$ cat src/rtl/acc_clamp_pkg.sv
package acc_clamp_pkg;
  localparam int unsigned LANES_DEF = 8;
  localparam int unsigned SLICE_W_DEF = 16;

  typedef enum logic [1:0] {
    RD_LOW    = 2'd0,
    RD_SMID   = 2'd1,
    RD_UMID   = 2'd2,
    RD_LOWSAT = 2'd3
  } rd_mode_e;
endpackage

$ cat src/rtl/acc_clamp_sat.sv
// Signed saturation of {top, mid} to one slice width, with change flag.
module acc_clamp_sat #(
  parameter int unsigned W = 16
) (
  input  logic [W-1:0] top_s,
  input  logic [W-1:0] mid_s,
  output logic [W-1:0] sat_val,
  output logic         sat_changed
);
  localparam logic [W-1:0] SMIN = {1'b1, {(W-1){1'b0}}};
  localparam logic [W-1:0] SMAX = {1'b0, {(W-1){1'b1}}};

  logic top_neg, top_ones, top_zero, under, over;

  always_comb begin
    top_neg  = top_s[W-1];
    top_ones = &top_s;
    top_zero = ~|top_s;
    // below -1, or exactly -1 with a clear mid sign bit
    under    = top_neg & ~(top_ones & mid_s[W-1]);
    // above 0, or exactly 0 with a set mid sign bit
    over     = ~top_neg & ~(top_zero & ~mid_s[W-1]);
    if (under)     sat_val = SMIN;
    else if (over) sat_val = SMAX;
    else           sat_val = mid_s;
    sat_changed = (sat_val != mid_s);
  end
endmodule

$ cat src/rtl/acc_clamp_lane.sv
// One lane: mode selection over the saturated middle value.
module acc_clamp_lane
  import acc_clamp_pkg::*;
#(
  parameter int unsigned W = 16
) (
  input  rd_mode_e     mode_i,
  input  logic [W-1:0] top_s,
  input  logic [W-1:0] mid_s,
  input  logic [W-1:0] low_s,
  output logic [W-1:0] res_o
);
  localparam logic [W-1:0] SIGN_BIT = {1'b1, {(W-1){1'b0}}};

  logic [W-1:0] sat_val;
  logic         sat_changed;
  logic [W-1:0] floor_val;
  logic         sat_gt_raw;
  logic [W-1:0] umid_val;
  logic [W-1:0] lowsat_val;

  acc_clamp_sat #(.W(W)) u_sat (
    .top_s      (top_s),
    .mid_s      (mid_s),
    .sat_val    (sat_val),
    .sat_changed(sat_changed)
  );

  always_comb begin
    floor_val  = sat_val[W-1] ? '0 : sat_val;
    sat_gt_raw = $signed(sat_val) > $signed(mid_s);
    umid_val   = sat_gt_raw ? '1 : floor_val;
    lowsat_val = sat_changed ? (sat_val ^ SIGN_BIT) : low_s;
    unique case (mode_i)
      RD_LOW:    res_o = low_s;
      RD_SMID:   res_o = sat_val;
      RD_UMID:   res_o = umid_val;
      RD_LOWSAT: res_o = lowsat_val;
      default:   res_o = low_s;
    endcase
  end
endmodule

$ cat src/rtl/acc_clamp_readout.sv
module acc_clamp_readout
  import acc_clamp_pkg::*;
#(
  parameter int unsigned LANES   = LANES_DEF,
  parameter int unsigned SLICE_W = SLICE_W_DEF
) (
  input  logic                     clk,
  input  logic                     rst_n,
  input  logic                     in_valid,
  input  logic [1:0]               mode,
  input  logic [LANES*SLICE_W-1:0] acc_hi,
  input  logic [LANES*SLICE_W-1:0] acc_mid,
  input  logic [LANES*SLICE_W-1:0] acc_lo,
  output logic                     out_valid,
  output logic [LANES*SLICE_W-1:0] out_data
);
  localparam int unsigned BUS_W = LANES * SLICE_W;

  rd_mode_e         mode_e;
  logic [BUS_W-1:0] lane_res;
  logic [BUS_W-1:0] data_nxt;
  logic             valid_nxt;
  logic             data_en;

  assign mode_e = rd_mode_e'(mode);

  for (genvar g = 0; g < LANES; g++) begin : g_lane
    acc_clamp_lane #(.W(SLICE_W)) u_lane (
      .mode_i(mode_e),
      .top_s (acc_hi [g*SLICE_W +: SLICE_W]),
      .mid_s (acc_mid[g*SLICE_W +: SLICE_W]),
      .low_s (acc_lo [g*SLICE_W +: SLICE_W]),
      .res_o (lane_res[g*SLICE_W +: SLICE_W])
    );
  end

  always_comb begin
    data_en   = in_valid;
    valid_nxt = in_valid;
    data_nxt  = data_en ? lane_res : out_data;
  end

  always_ff @(posedge clk or negedge rst_n) begin
    if (!rst_n) begin
      out_valid <= 1'b0;
      out_data  <= '0;
    end else begin
      out_valid <= valid_nxt;
      if (data_en) out_data <= data_nxt;
    end
  end
endmodule

$ cat config.mk
export PLATFORM = sky130hd
export DESIGN_NAME = acc_clamp_readout
export DESIGN_NICKNAME = d
export VERILOG_FILES = /design/src/rtl/acc_clamp_pkg.sv /design/src/rtl/acc_clamp_sat.sv /design/src/rtl/acc_clamp_lane.sv /design/src/rtl/acc_clamp_readout.sv
export SDC_FILE = /design/constraint.sdc
export NUM_CORES = 1
export LEC_CHECK = 0
export ABC_CLOCK_PERIOD_IN_PS = 1600
export BUFFER_PORTS_ARGS = -buffer_cell sky130_fd_sc_hd__buf_2
export CELL_PAD_IN_SITES_DETAIL_PLACEMENT = 0
export CELL_PAD_IN_SITES_GLOBAL_PLACEMENT = 1
export CORE_AREA = 2 2 200 202
export CTS_CLUSTER_DIAMETER = 50
export DETAILED_ROUTE_END_ITERATION = 12
export DIE_AREA = 0 0 202 204
export PLACE_DENSITY = 0.81
export REMOVE_ABC_BUFFERS = 1
export SLEW_MARGIN = 20
export SYNTH_ARGS = -nofsm -noshare
export SYNTH_HDL_FRONTEND = slang
export SYNTH_HIERARCHICAL = 1
export SYNTH_SLANG_ARGS = --single-unit
$ cat constraint.sdc
create_clock -name clk -period 1.6 [get_ports clk]
set_input_delay 0.24 -clock clk [delete_from_list [all_inputs] [get_ports clk]]
set_output_delay 0.24 -clock clk [all_outputs]
set_load 0.005 [all_outputs]
* Word level (Yosys, flattened, before mapping)
Index checks and enable logic that the tools add are counted.
** Storage, ports and cells
- Flip-flop bits (word level) :: 129
- Input port bits :: 389
- Output and inout bits :: 129
- Logic and storage cells :: 166
** Operators by class
- $lt $le $gt $ge :: 8
- Equality and inequality tests :: 11
- Muxes and demuxes :: 48
- Bitwise gates (word level) :: 72
- Reductions and logical operators :: 25
** Operators with widths (count)
- $mux 16 :: 32
- $pmux 16 s4 :: 8
- $gt 16x16->1 :: 8
- $ne 16x16->1 :: 8
- $reduce_and 16->1 :: 8
- $reduce_or 16->1 :: 8
- $mux 15 :: 8
- $not 1->1 :: 40
- $and 1x1->1 :: 32
- $logic_not 1->1 :: 8
- $eq 2x2->1 const B :: 2
- $eq 2x1->1 const B :: 1
- $logic_not 2->1 :: 1

* Depth between registers and ports, before layout
Gate-level depths: netlist of run 1.
- Depth after elaboration :: 10
- Depth in mapped cells :: 13

* By module
The synthesis of run 1 kept the hierarchy.
** Modules (own cells, without submodules)
- acc_clamp_readout :: times used 1, cells an instance 271, area each 4847.1 µm², sequential area each 3228.1 µm²
- acc_clamp_lane at g_lane[0].u_lane ... :: times used 5, cells an instance 90, area each 685.7 µm², sequential area each 0.0 µm²
- acc_clamp_sat :: times used 8, cells an instance 41, area each 335.3 µm², sequential area each 0.0 µm²
- acc_clamp_lane at g_lane[5].u_lane ... :: times used 3, cells an instance 88, area each 674.4 µm², sequential area each 0.0 µm²

* Worst setup path after synthesis of run 1
No wires, ideal clock.
- Path kind :: input to register
- Start point :: in acc_hi[108]
- End point :: reg out_data[101]
- Arrival time :: 3.277 ns
- Data required time :: 1.475 ns
- Path slack :: -1.802 ns
- Cell stages on the path :: 13
- Path buffers :: 2
- Path through :: nor4_1 -> a41oi_1 -> buf_6 -> a21o_1 -> ha_1 -> a41oi_2 -> o21ai_1 -> a2111o_1 -> o31a_1 -> o2111a_2 -> buf_6 -> a221o_1 -> mux2_2
** On the way
- Longest elaborated chain between the ends :: 10
- Elaborated cells between the ends (all ways) :: 17
- Those cells by class :: order compare (1); eq/ne (1); mux (6); bitwise (6); reduce/logical (3)
** RTL lines
- start, declared :: line acc_clamp_readout.sv:11 : input logic [LANES*SLICE_W-1:0] acc_hi,
- $reduce_or 16->1 :: line acc_clamp_sat.sv:18 : top_zero = ~|top_s;
- $logic_not 1->1 :: line acc_clamp_sat.sv:18
- $and 1x1->1 :: line acc_clamp_sat.sv:22 : over = ~top_neg & ~(top_zero & ~mid_s[W-1]);
- $not 1->1 :: line acc_clamp_sat.sv:22
- $and 1x1->1 :: line acc_clamp_sat.sv:22
- $mux 16 :: line acc_clamp_sat.sv:24 : else if (over) sat_val = SMAX;
- $mux 16 * :: line acc_clamp_sat.sv:23 : if (under) sat_val = SMIN;
- named net g_lane[6].u_lane.sat_val[7] :: line acc_clamp_lane.sv:15 : logic [W-1:0] sat_val;
- $gt 16x16->1 / $ne 16x16->1 (equally long branches) :: line acc_clamp_lane.sv:31, acc_clamp_sat.sv:26
- $mux 16 (on tied branches) :: line acc_clamp_lane.sv:32, acc_clamp_lane.sv:33
- $pmux 16 s4 * :: line acc_clamp_lane.sv:34 : unique case (mode_i)
- named net data_nxt[101] :: line acc_clamp_readout.sv:21 : logic [BUS_W-1:0] data_nxt;
- end signal, assigned :: line acc_clamp_readout.sv:49 : if (data_en) out_data <= data_nxt;
- end, declared :: line acc_clamp_readout.sv:15 : output logic [LANES*SLICE_W-1:0] out_data
The timed path passes the listed nets; every way through them passes the cells marked *.
A chain may end at the register's enable or synchronous reset.

* Worst setup path in the final report of run 1
- Start point :: in acc_hi[92]
- End point :: reg out_data[85]
** On the way
- Longest elaborated chain between the ends :: 10
- Elaborated cells between the ends (all ways) :: 17
- Those cells by class :: order compare (1); eq/ne (1); mux (6); bitwise (6); reduce/logical (3)
** RTL lines (line)
- $reduce_or 16->1 :: acc_clamp_sat.sv:18
- $logic_not 1->1 :: acc_clamp_sat.sv:18
- $and 1x1->1 :: acc_clamp_sat.sv:22
- $not 1->1 :: acc_clamp_sat.sv:22
- $and 1x1->1 :: acc_clamp_sat.sv:22
- $mux 16 :: acc_clamp_sat.sv:24
- $mux 16 * :: acc_clamp_sat.sv:23
- named net g_lane[5].u_lane.sat_val[13] :: acc_clamp_lane.sv:15
- $gt 16x16->1 / $ne 16x16->1 (equally long branches) :: acc_clamp_lane.sv:31, acc_clamp_sat.sv:26
- $mux 16 (on tied branches) :: acc_clamp_lane.sv:32, acc_clamp_lane.sv:33
- $pmux 16 s4 * :: acc_clamp_lane.sv:34
- named net data_nxt[85] :: acc_clamp_readout.sv:21
Marked as above.

==> impl_metrics.py, run 1 <==
metrics = {
    "die": {
        "rows": 73,
        "die_width_um": 202,
        "die_h_um": 204,
        "ios": 518,
        "start_util_pct": 33.13,
        "dieArea_um2": 41210,
        "coreArea_um2": 39180,
    },
    "cells_and_area": {
        "post_route_cells_drive_above_1_share_pct": 61.97,
        "multi_input_area_um2": 10790,
        "area_growth_pct": 77.59,
        "layout_common_cells": "460 x buf_4, 450 x buf_2, 155 x inv_1, 129 x dfrtp_1, 128 x a221o_1",
        "register_area_um2": 3228,
        "final_util_pct": 58.83,
        "fin_cells": 2840,
        "final_common_cell": "buf_4",
        "fill_cells": 3268,
        "layout.nets": 2804,
    },
    "sta": {
        "drv_slew": 0,
        "final_hold_viol_count": 0,
        "rsz0062_at_grt": "true",
        "final-setup-viol-count": 128,
        "setup_slack_ns": -1.547,
        "worst_pin_slew_ns": 0.4905,
        "min_period_over_period_pct": 196.7,
        "clock_skew_ns": 0,
        "max_clock_freq_mhz": 317.7,
        "slew_headroom_pct": 67.00,
        "period_needed_ns": 3.147,
    },
    "routing": {
        "vias_per_cell": 5.488,
        "drt-initial-drc-count": 864,
        "ant_nets": 0,
        "wire_per_inst_um": 20.68,
        "drtPass1Iterations": 5,
        "vias": 15590,
        "wl_um": 58730,
        "drc": 0,
    },
    "power_and_ir_drop": {
        "p_sw_mw": 4.992,
        "netSwitchingFraction_pct": 32.16,
        "power_density_nw_per_um2": 673.4,
        "ir_drop_v": 0.0007698,
        "p_seq_share_pct": 26.8,
        "p_leak_nw": 11.48,
        "clkPwrFrac_pct": 29.0,
        "p_int_mw": 10.53,
        "comb_power_share_pct": 44.2,
    },
    "run_status": {
        "violations": "negative setup slack",
        "outcome": "finished, violations left",
    },
    "clock_tree": {
        "clock_sinks": 129,
        "clock_latency_ns": 0.44,
        "clock_tree.buffer_depth": 2,
        "cts_tree": "built",
        "htreeDepth": 4,
        "root_buffer": "clkbuf_16",
        "cts_inserted_buffers": 17,
        "path_clk_slew_ns": 0.06,
    },
    "synth": {
        "synth_edf_count": 0,
        "synth.distinct_cells": 42,
        "synth_top_cell_area_share_pct": 24.87,
        "ys_seq_elements": 129,
        "syn-instance-count": 1313,
        "seq_area_frac_synth_pct": 24.87,
        "synthTopCellsByArea": "dfrtp_1 25%, ha_1 12%, mux2_2 11%, a221o_1 9.9%, a21o_1 5.1%",
        "synth_area_um2": 12980,
        "avgSynthCellArea_um2": 9.887,
        "yosysTopAreaCell": "dfrtp_1",
        "ys.flop_type": "dfrtp_1",
        "async_flop_share_pct": 100.0,
        "yosys_warnings": 6,
    },
    "critical_path": {
        "crit_family": "compound AO/OA/AOI/OAI gates",
        "crit_chain": "buf_2, nor4_4, a41oi_2, buf_4, a21o_1, ha_1, nand4_4, nor3_1, a2111o_1, o31a_1, o2111a_2, a221o_1, mux2_4",
        "critical_path_class": "in -> reg",
        "slowest_delay_ns": 0.43,
        "path_buf_inv": 2,
        "critPathCaptureType": "flip-flop",
        "reg2reg_slack_ns": 0.81,
        "cpMaxStageDelayCell": "a2111o_1",
        "arrival_ns": 3.48,
        "crit_fanout": 8,
        "critPathRequiredTime_ns": 1.93,
        "start_kind": "input pin",
    },
    "global_routing": {
        "grt_pass1_vias": 16310,
        "gr-usage-all-layers_pct": 26.44,
        "grt_start_max_net_pins": 45,
        "top_usage_layer": "met2",
        "use_met3_pct": 5.533,
        "grt_overflow": 0,
        "grt_antenna_before_repair": 20,
        "met2_usage_pct": 46.13,
        "grt_pass1_wl_um": 86090,
        "use_met1_pct": 30.09,
    },
    "placement": {
        "io_buffers": 517,
        "placed_cells": 2705,
        "place_hpwl_um": 40860,
        "gp_congestion": 0.8965,
    },
    "flow_run": {
        "maxCapViolations": 0,
    },
    "worst_hold_path": {
        "holdCritPathClass": "in -> reg",
    },
}
==> logic make-up (layout without fill, tap and decap cells) <==
| family | count (synthesis) | count (layout) | synth area share, % |
|---|---|---|---|
| xor gates and xnor gates | 8 | 8 | 0.5398 |
| other | 0 | 17 | 0 |
| AOI/OAI and AO/OA | 421 | 424 | 28.75 |
| and+or+nand+nor | 269 | 269 | 12.58 |
| adders and majority gates | 128 | 128 | 12.34 |
| DFF | 129 | 129 | 24.87 |
| buffers and inverters | 217 | 1194 | 8.627 |
| muxes | 141 | 146 | 12.30 |
==> state kept, by name, indices dropped and copies added, names as in the netlist <==
register,count
out_valid,1
out_data,128
==> final timing paths <==
kind | startpoint | end | depth (start not counted)
max | acc_hi[92] | out_data[85]$_DFFE_PN0P_ | 13
min | acc_lo[44] | out_data[44]$_DFFE_PN0P_ | 3
max reg2reg | out_data[27]$_DFFE_PN0P_ | out_data[27]$_DFFE_PN0P_ | 1
min reg2reg | out_data[60]$_DFFE_PN0P_ | out_data[60]$_DFFE_PN0P_ | 1
max in group asynchronous | rst_n | out_data[78]$_DFFE_PN0P_ | 3
min in group asynchronous | rst_n | out_data[113]$_DFFE_PN0P_ | 2
==> layout make-up <==
| class | count | share of cell area [%] |
|---|---|---|
| Antenna cell | 17 | 0.1845 |
| Clock inverter | 12 | 0.9335 |
| Timing Repair Buffer | 1009 | 30.84 |
| Clock buffer | 18 | 1.862 |
| Multi-Input combinational cell | 975 | 46.80 |
| Tap cell | 525 | 2.849 |
| Inverter | 155 | 2.524 |
| Sequential cell | 129 | 14.00 |
==> power groups by stage <==
stage / Combinational [mW] / Clock, mW / Sequential, mW
6_report: 6.86 / 4.50 / 4.16
5_1_grt: 7.34 / 4.72 / 4.23
4_1_cts: 6.18 / 4.59 / 4.14
3_5_place_dp: 5.43 / 0 / 4.18
3_3_place_gp: 5.28 / 0 / 4.16
2_1_floorplan: 2.31 / 0 / 4.22
==> worst min-delay path: cells and delay by family <==
family,cells,cell delay (ns)
buf+inv,1,0.07
compound gates,1,0.13
mux,1,0.13
==> routing by layer <==
metal / vias to the layer above / wire length, um
li1: 7232 / -
met1: 7529 / 22910
met2: 655 / 28780
met3: 163 / 4007
met4: 8 / 2968
met5: - / 57
==> through the flow <==
stage          power (mW)  hold slack [ns]  setup WS [ns]  area, um2  setup TNS (ns)
2_1_floorplan       6.535         -0.05559         -1.811      12440         -222.72
3_3_place_gp        9.440           0.1951         -2.066      19020         -243.57
3_5_place_dp        9.613           0.2044         -2.157      19020         -254.30
4_1_cts             14.91           0.1121         -1.427      21710         -170.35
5_1_grt             16.29           0.1324         -1.595      23050         -192.68
6_report            15.52           0.1529         -1.547      23050         -183.65
==> synthesized netlist by cell type, types with 27 or more instances <==
cell and number:
a21o_2 43, inv_1 155, nor4_1 67, nand4_1 66, dfrtp_1 129, nor2_1 34, a221o_1 128, ha_1 128
nand2_1 27, a21o_1 88, a21oi_1 63, buf_6 30, mux2_2 128
==> timing repair <==
| item | in CTS | in global routing |
|---|---|---|
| pin swaps | 60 | 75 |
| hold endpoints to repair | 32 | 0 |
| resized for setup | 269 | 203 |
| hold buffers | 1 | 0 |
| buffers inserted | 35 | 31 |
| cloned | 16 | 5 |
| setup endpoints to repair | 128 | 128 |
No activity file was read; power rests on OpenSTA's default activity.
==> inputs of run 2 (changes only) <==
--- a/config.mk
+++ b/config.mk
@@ -20,3 +20,4 @@
 export SYNTH_HDL_FRONTEND = slang
 export SYNTH_HIERARCHICAL = 1
 export SYNTH_SLANG_ARGS = --single-unit
+export TNS_END_PERCENT = 50
==> impl_metrics.py, run 2 (same netlist as run 1, synthesis figures left out) <==
metrics = {
    "sta": {
        "period_needed_ns": 3.126,
        "clock_skew_ns": 0,
        "max_clock_freq_mhz": 319.9,
        "slew_headroom_pct": 67.47,
        "drv_slew": 0,
        "min_period_over_period_pct": 195.4,
        "final_hold_viol_count": 0,
        "worst_pin_slew_ns": 0.4835,
        "final-setup-viol-count": 128,
        "setup_slack_ns": -1.526,
        "rsz0062_at_grt": "true",
    },
    "critical_path": {
        "slowest_delay_ns": 0.43,
        "r2r-start": "out_data[103]$_DFFE_PN0P_",
        "rr_worst_depth": 1,
        "critPathCaptureType": "flip-flop",
        "crit_fanout": 8,
        "critical_path_class": "in -> reg",
        "critPathRequiredTime_ns": 1.93,
        "arrival_ns": 3.46,
        "reg2reg_slack_ns": 0.80,
        "crit_family": "compound AO/OA/AOI/OAI gates",
        "path_buf_inv": 2,
        "crit_chain": "buf_2, nor4_4, a41oi_2, buf_4, a21o_1, ha_1, nand4_4, nor3_1, a2111o_1, o31a_1, o2111a_2, a221o_1, mux2_4",
        "cpMaxStageDelayCell": "a2111o_1",
        "start_kind": "input pin",
        "worstReg2RegEnd": "out_data[103]$_DFFE_PN0P_",
    },
    "die": {
        "coreArea_um2": 39180,
        "start_util_pct": 33.13,
        "rows": 73,
        "ios": 518,
        "die_width_um": 202,
        "dieArea_um2": 41210,
        "die_h_um": 204,
    },
    "clock_tree": {
        "path_clk_slew_ns": 0.07,
        "clock_sinks": 129,
        "root_buffer": "clkbuf_16",
        "clock_latency_ns": 0.44,
        "cts_tree": "built",
        "htreeDepth": 4,
        "cts_inserted_buffers": 17,
        "clock_tree.buffer_depth": 2,
    },
    "routing": {
        "vias_per_cell": 5.507,
        "vias": 15420,
        "ant_nets": 0,
        "wl_um": 56690,
        "drtPass1Iterations": 5,
        "wire_per_inst_um": 20.24,
        "drt-initial-drc-count": 902,
        "drc": 0,
    },
    "global_routing": {
        "grt_overflow": 0,
        "grt_start_max_net_pins": 45,
        "grt_pass1_vias": 15580,
        "grt_antenna_before_repair": 18,
        "gr-usage-all-layers_pct": 24.89,
        "grt_pass1_wl_um": 81020,
    },
    "cells_and_area": {
        "final_util_pct": 56.87,
        "register_area_um2": 3228,
        "multi_input_area_um2": 10420,
        "area_growth_pct": 71.66,
        "top_register": "out_data",
        "layout.nets": 2766,
        "largest_reg_flops": 128,
        "reg.largest.list": "out_data (128), out_valid (1)",
        "fill_cells": 3342,
        "fin_cells": 2801,
        "final_common_cell": "buf_2",
        "layout_common_cells": "464 x buf_2, 421 x buf_4, 155 x inv_1, 129 x dfrtp_1, 128 x a221o_1",
        "post_route_cells_drive_above_1_share_pct": 60.35,
    },
    "power_and_ir_drop": {
        "power_density_nw_per_um2": 682.2,
        "ir_drop_v": 0.0007649,
        "p_leak_nw": 11.11,
    },
    "worst_hold_path": {
        "min-delay-start": "acc_lo[124]",
        "holdCritPathClass": "in -> reg",
        "whs_path_depth": 3,
        "hold_end": "out_data[124]$_DFFE_PN0P_",
    },
    "placement": {
        "io_buffers": 517,
        "place_hpwl_um": 40860,
        "gp_congestion": 0.8965,
        "placed_cells": 2705,
    },
    "flow_run": {
        "maxCapViolations": 0,
    },
    "run_status": {
        "outcome": "finished, violations left",
        "violations": "negative setup slack",
    },
}
run 2: cell types whose count changed in the layout (fill, tap and decap cells not counted), sizes merged:
cell   previous run  this run
diode            17        16
buf            1004       967
mux2            138       137
run 2: metal layers:
layer  routed length [um]  vias up  track usage, %
met2                27830      632           43.09
met1                22380     7484           28.70
met4                 2713        6           13.03
li1                     -     7149               -
met3                 3725      153           5.628
met5                   44        -               0
run 2: metrics by stage:
step / TNS, ns / instance area, um2 / hold slack (ns) / total power, mW / worst slack [ns]
after floorplan: -222.72 / 12440 / -0.05559 / 6.535 / -1.811
after global placement: -243.57 / 19020 / 0.1951 / 9.440 / -2.066
after detailed placement: -254.30 / 19020 / 0.2044 / 9.613 / -2.157
after CTS: -174.65 / 20610 / 0.1121 / 14.52 / -1.453
after global routing: -192.47 / 22270 / 0.1358 / 15.96 / -1.579
final: -181.49 / 22280 / 0.1457 / 15.20 / -1.526
run 2: worst max path at each step:
stage,startpoint,to,slack (ns),depth (start not counted)
after global routing,acc_mid[127],out_data[125]$_DFFE_PN0P_,-1.58,14
after detailed placement,acc_hi[124],out_data[118]$_DFFE_PN0P_,-2.16,13
final,acc_hi[92],out_data[85]$_DFFE_PN0P_,-1.53,13
after global placement,acc_hi[116],out_data[117]$_DFFE_PN0P_,-2.07,13
after floorplan,acc_hi[108],out_data[100]$_DFFE_PN0P_,-1.81,11
after CTS,acc_hi[4],out_data[7]$_DFFE_PN0P_,-1.45,14
run 2: where the power goes:
part / internal (mW) / switching [mW]
Combinational: 3.59 / 2.94
Sequential: 3.84 / 0.319
Clock: 2.89 / 1.61
Total: 10.3 / 4.88
run 2: final cells by class:
type	count	area share, %
clock inverter	12	0.9657
antenna	16	0.1797
clock buffer	18	1.926
multi-input combinational	974	46.77
timing repair buffer	972	30.11
sequential	129	14.49
inverter	155	2.611
tap	525	2.948
run 2: what timing repair did:
item	CTS	global route
hold buffers	1	0
pin swaps	22	58
setup endpoints to repair	128	128
buffers inserted	7	23
hold endpoints to repair	32	0
resized for setup	134	274
gates cloned	8	11
==> inputs of run 3 (changes only) <==
==> constraint.sdc (replaced) <==
create_clock -name clk -period 1.6 [get_ports clk]
set_input_delay 0.32 -clock clk [delete_from_list [all_inputs] [get_ports clk]]
set_output_delay 0.32 -clock clk [all_outputs]
set_load 0.005 [all_outputs]
==> impl_metrics.py, run 3 (same netlist as run 1, synthesis figures left out) <==
metrics = {
    "sta": {
        "min_period_over_period_pct": 203.4,
        "worst_pin_slew_ns": 0.4645,
        "drv_slew": 0,
        "final_hold_viol_count": 0,
        "final-setup-viol-count": 128,
        "period_needed_ns": 3.254,
        "setup_slack_ns": -1.654,
        "clock_skew_ns": 0,
        "rsz0062_at_grt": "true",
        "slew_headroom_pct": 68.79,
        "max_clock_freq_mhz": 307.3,
    },
    "power_and_ir_drop": {
        "power_density_nw_per_um2": 678.9,
        "p_leak_nw": 11.12,
        "ir_drop_v": 0.0007682,
    },
    "global_routing": {
        "grt_overflow": 0,
        "grt_pass1_vias": 15680,
        "grt_antenna_before_repair": 22,
        "grt_start_max_net_pins": 50,
        "grt_pass1_wl_um": 83300,
        "gr-usage-all-layers_pct": 25.60,
    },
    "critical_path": {
        "worstReg2RegEnd": "out_data[3]$_DFFE_PN0P_",
        "arrival_ns": 3.58,
        "start_kind": "input pin",
        "crit_end": "out_data[7]$_DFFE_PN0P_",
        "reg2reg_slack_ns": 0.79,
        "crit_fanout": 8,
        "critPathRequiredTime_ns": 1.93,
        "r2r-start": "out_data[3]$_DFFE_PN0P_",
        "critical_path_class": "in -> reg",
        "crit_start": "acc_hi[6]",
        "rr_worst_depth": 1,
        "critPathCaptureType": "flip-flop",
    },
    "routing": {
        "drtPass1Iterations": 5,
        "wl_met1_um": 22000,
        "top_layer": "met5",
        "ant_nets": 0,
        "wire_per_inst_um": 20.02,
        "vias": 15520,
        "drc": 0,
        "vias_per_cell": 5.520,
        "wl_met3_um": 3937,
        "wl_met2_um": 27550,
        "drt-initial-drc-count": 784,
        "wl_um": 56300,
    },
    "clock_tree": {
        "cts_tree": "built",
        "root_buffer": "clkbuf_16",
        "path_clk_slew_ns": 0.06,
        "cts_inserted_buffers": 17,
        "clock_latency_ns": 0.44,
        "clock_tree.buffer_depth": 2,
        "clock_sinks": 129,
        "htreeDepth": 4,
    },
    "cells_and_area": {
        "layout.nets": 2776,
        "final_area_um2": 22420,
        "largest_reg_flops": 128,
        "reg.largest.list": "out_data (128), out_valid (1)",
        "area_growth_pct": 72.70,
        "post_route_cells_drive_above_1_share_pct": 60.77,
        "multi_input_area_um2": 10350,
        "fill_cells": 3310,
        "layout_common_cells": "453 x buf_2, 427 x buf_4, 155 x inv_1, 129 x dfrtp_1, 128 x a221o_1",
        "final_common_cell": "buf_2",
        "register_area_um2": 3228,
        "final_util_pct": 57.21,
        "top_register": "out_data",
    },
    "die": {
        "rows": 73,
        "die_width_um": 202,
        "dieArea_um2": 41210,
        "start_util_pct": 33.13,
        "ios": 518,
        "coreArea_um2": 39180,
        "die_h_um": 204,
    },
    "worst_hold_path": {
        "holdCritPathClass": "in -> reg",
    },
    "run_status": {
        "violations": "negative setup slack",
        "outcome": "finished, violations left",
    },
    "flow_run": {
        "maxCapViolations": 0,
    },
    "placement": {
        "io_buffers": 517,
        "dpl-instance-area_um2": 18990,
        "gp_congestion": 0.9063,
        "place_hpwl_um": 40730,
        "dp_slack_ns": -2.159,
    },
}
run 3: cell count changes in the layout (fill, tap and decap cells not counted), sizes merged:
cell / change
mux2: -1
bufinv: -1
clkinvlp: +1
buf: +11
clkbuf: +1
run 3: routing by layer:
metal  track usage, %  vias to the layer above
met1            29.26                     7501
li1                 -                     7164
met4            12.24                       12
met2            44.97                      674
met3            6.091                      170
met5                0                        -
run 3: per-stage QoR:
stage,power (mW),TNS [ns],hold WS (ns),cells
floorplan,6.535,-232.96,0.02441,1251
detailed placement,9.597,-263.17,0.2373,2700
finish,15.22,-192.00,0.2224,2812
global placement,9.432,-251.49,0.2381,2700
CTS,14.85,-181.80,0.1880,2770
global route,15.98,-201.35,0.2136,2807
run 3: where the power goes:
part | total [mW] | switching [mW] | internal (mW)
registers | 4.16 | 0.322 | 3.84
clock network | 4.54 | 1.69 | 2.85
logic | 6.52 | 2.92 | 3.60
run 3: cell type report:
| cell class | instances | share of cell area [%] |
|---|---|---|
| multi-input cells | 973 | 46.17 |
| repair buffers | 983 | 30.78 |
| flip-flops and latches | 129 | 14.40 |
| well taps | 525 | 2.930 |
| inverters | 155 | 2.595 |
| clock buffers | 19 | 2.020 |
| clock inverters | 12 | 0.9264 |
| diodes | 16 | 0.1786 |
run 3: what timing repair did:
item                       in CTS  in global routing
pin swaps                      51                 60
gates cloned                   11                  5
setup endpoints to repair     128                128
hold endpoints to repair       26                  0
hold buffers                    1                  0
buffers inserted               27                 21
gates resized for setup       240                152
run 3: worst min-delay path by stage:
| stage | startpoint | endpoint | slack (ns) | cells past startpoint |
|---|---|---|---|---|
| detailed placement | rst_n | out_data[108]$_DFFE_PN0P_ | 0.24 | 1 |
| finish | acc_lo[85] | out_data[85]$_DFFE_PN0P_ | 0.22 | 3 |
| global route | acc_lo[85] | out_data[85]$_DFFE_PN0P_ | 0.21 | 3 |
| global placement | rst_n | out_data[108]$_DFFE_PN0P_ | 0.24 | 1 |
| floorplan | rst_n | out_data[0]$_DFFE_PN0P_ | 0.02 | 0 |
| CTS | acc_lo[85] | out_data[85]$_DFFE_PN0P_ | 0.19 | 3 |
run 3: worst max-delay path: stages:
cell and delay, ns:
buf_6 0.08, nand4_1 0.20, o41ai_4 0.40, buf_4 0.19
clkbuf_16 0.15, a21o_2 0.13, ha_1 0.23, nor2b_1 0.15
o211ai_2 0.20, a2111oi_4 0.10, or3b_4 0.44, mux2_4 0.38
a221o_1 0.33, mux2_4 0.27
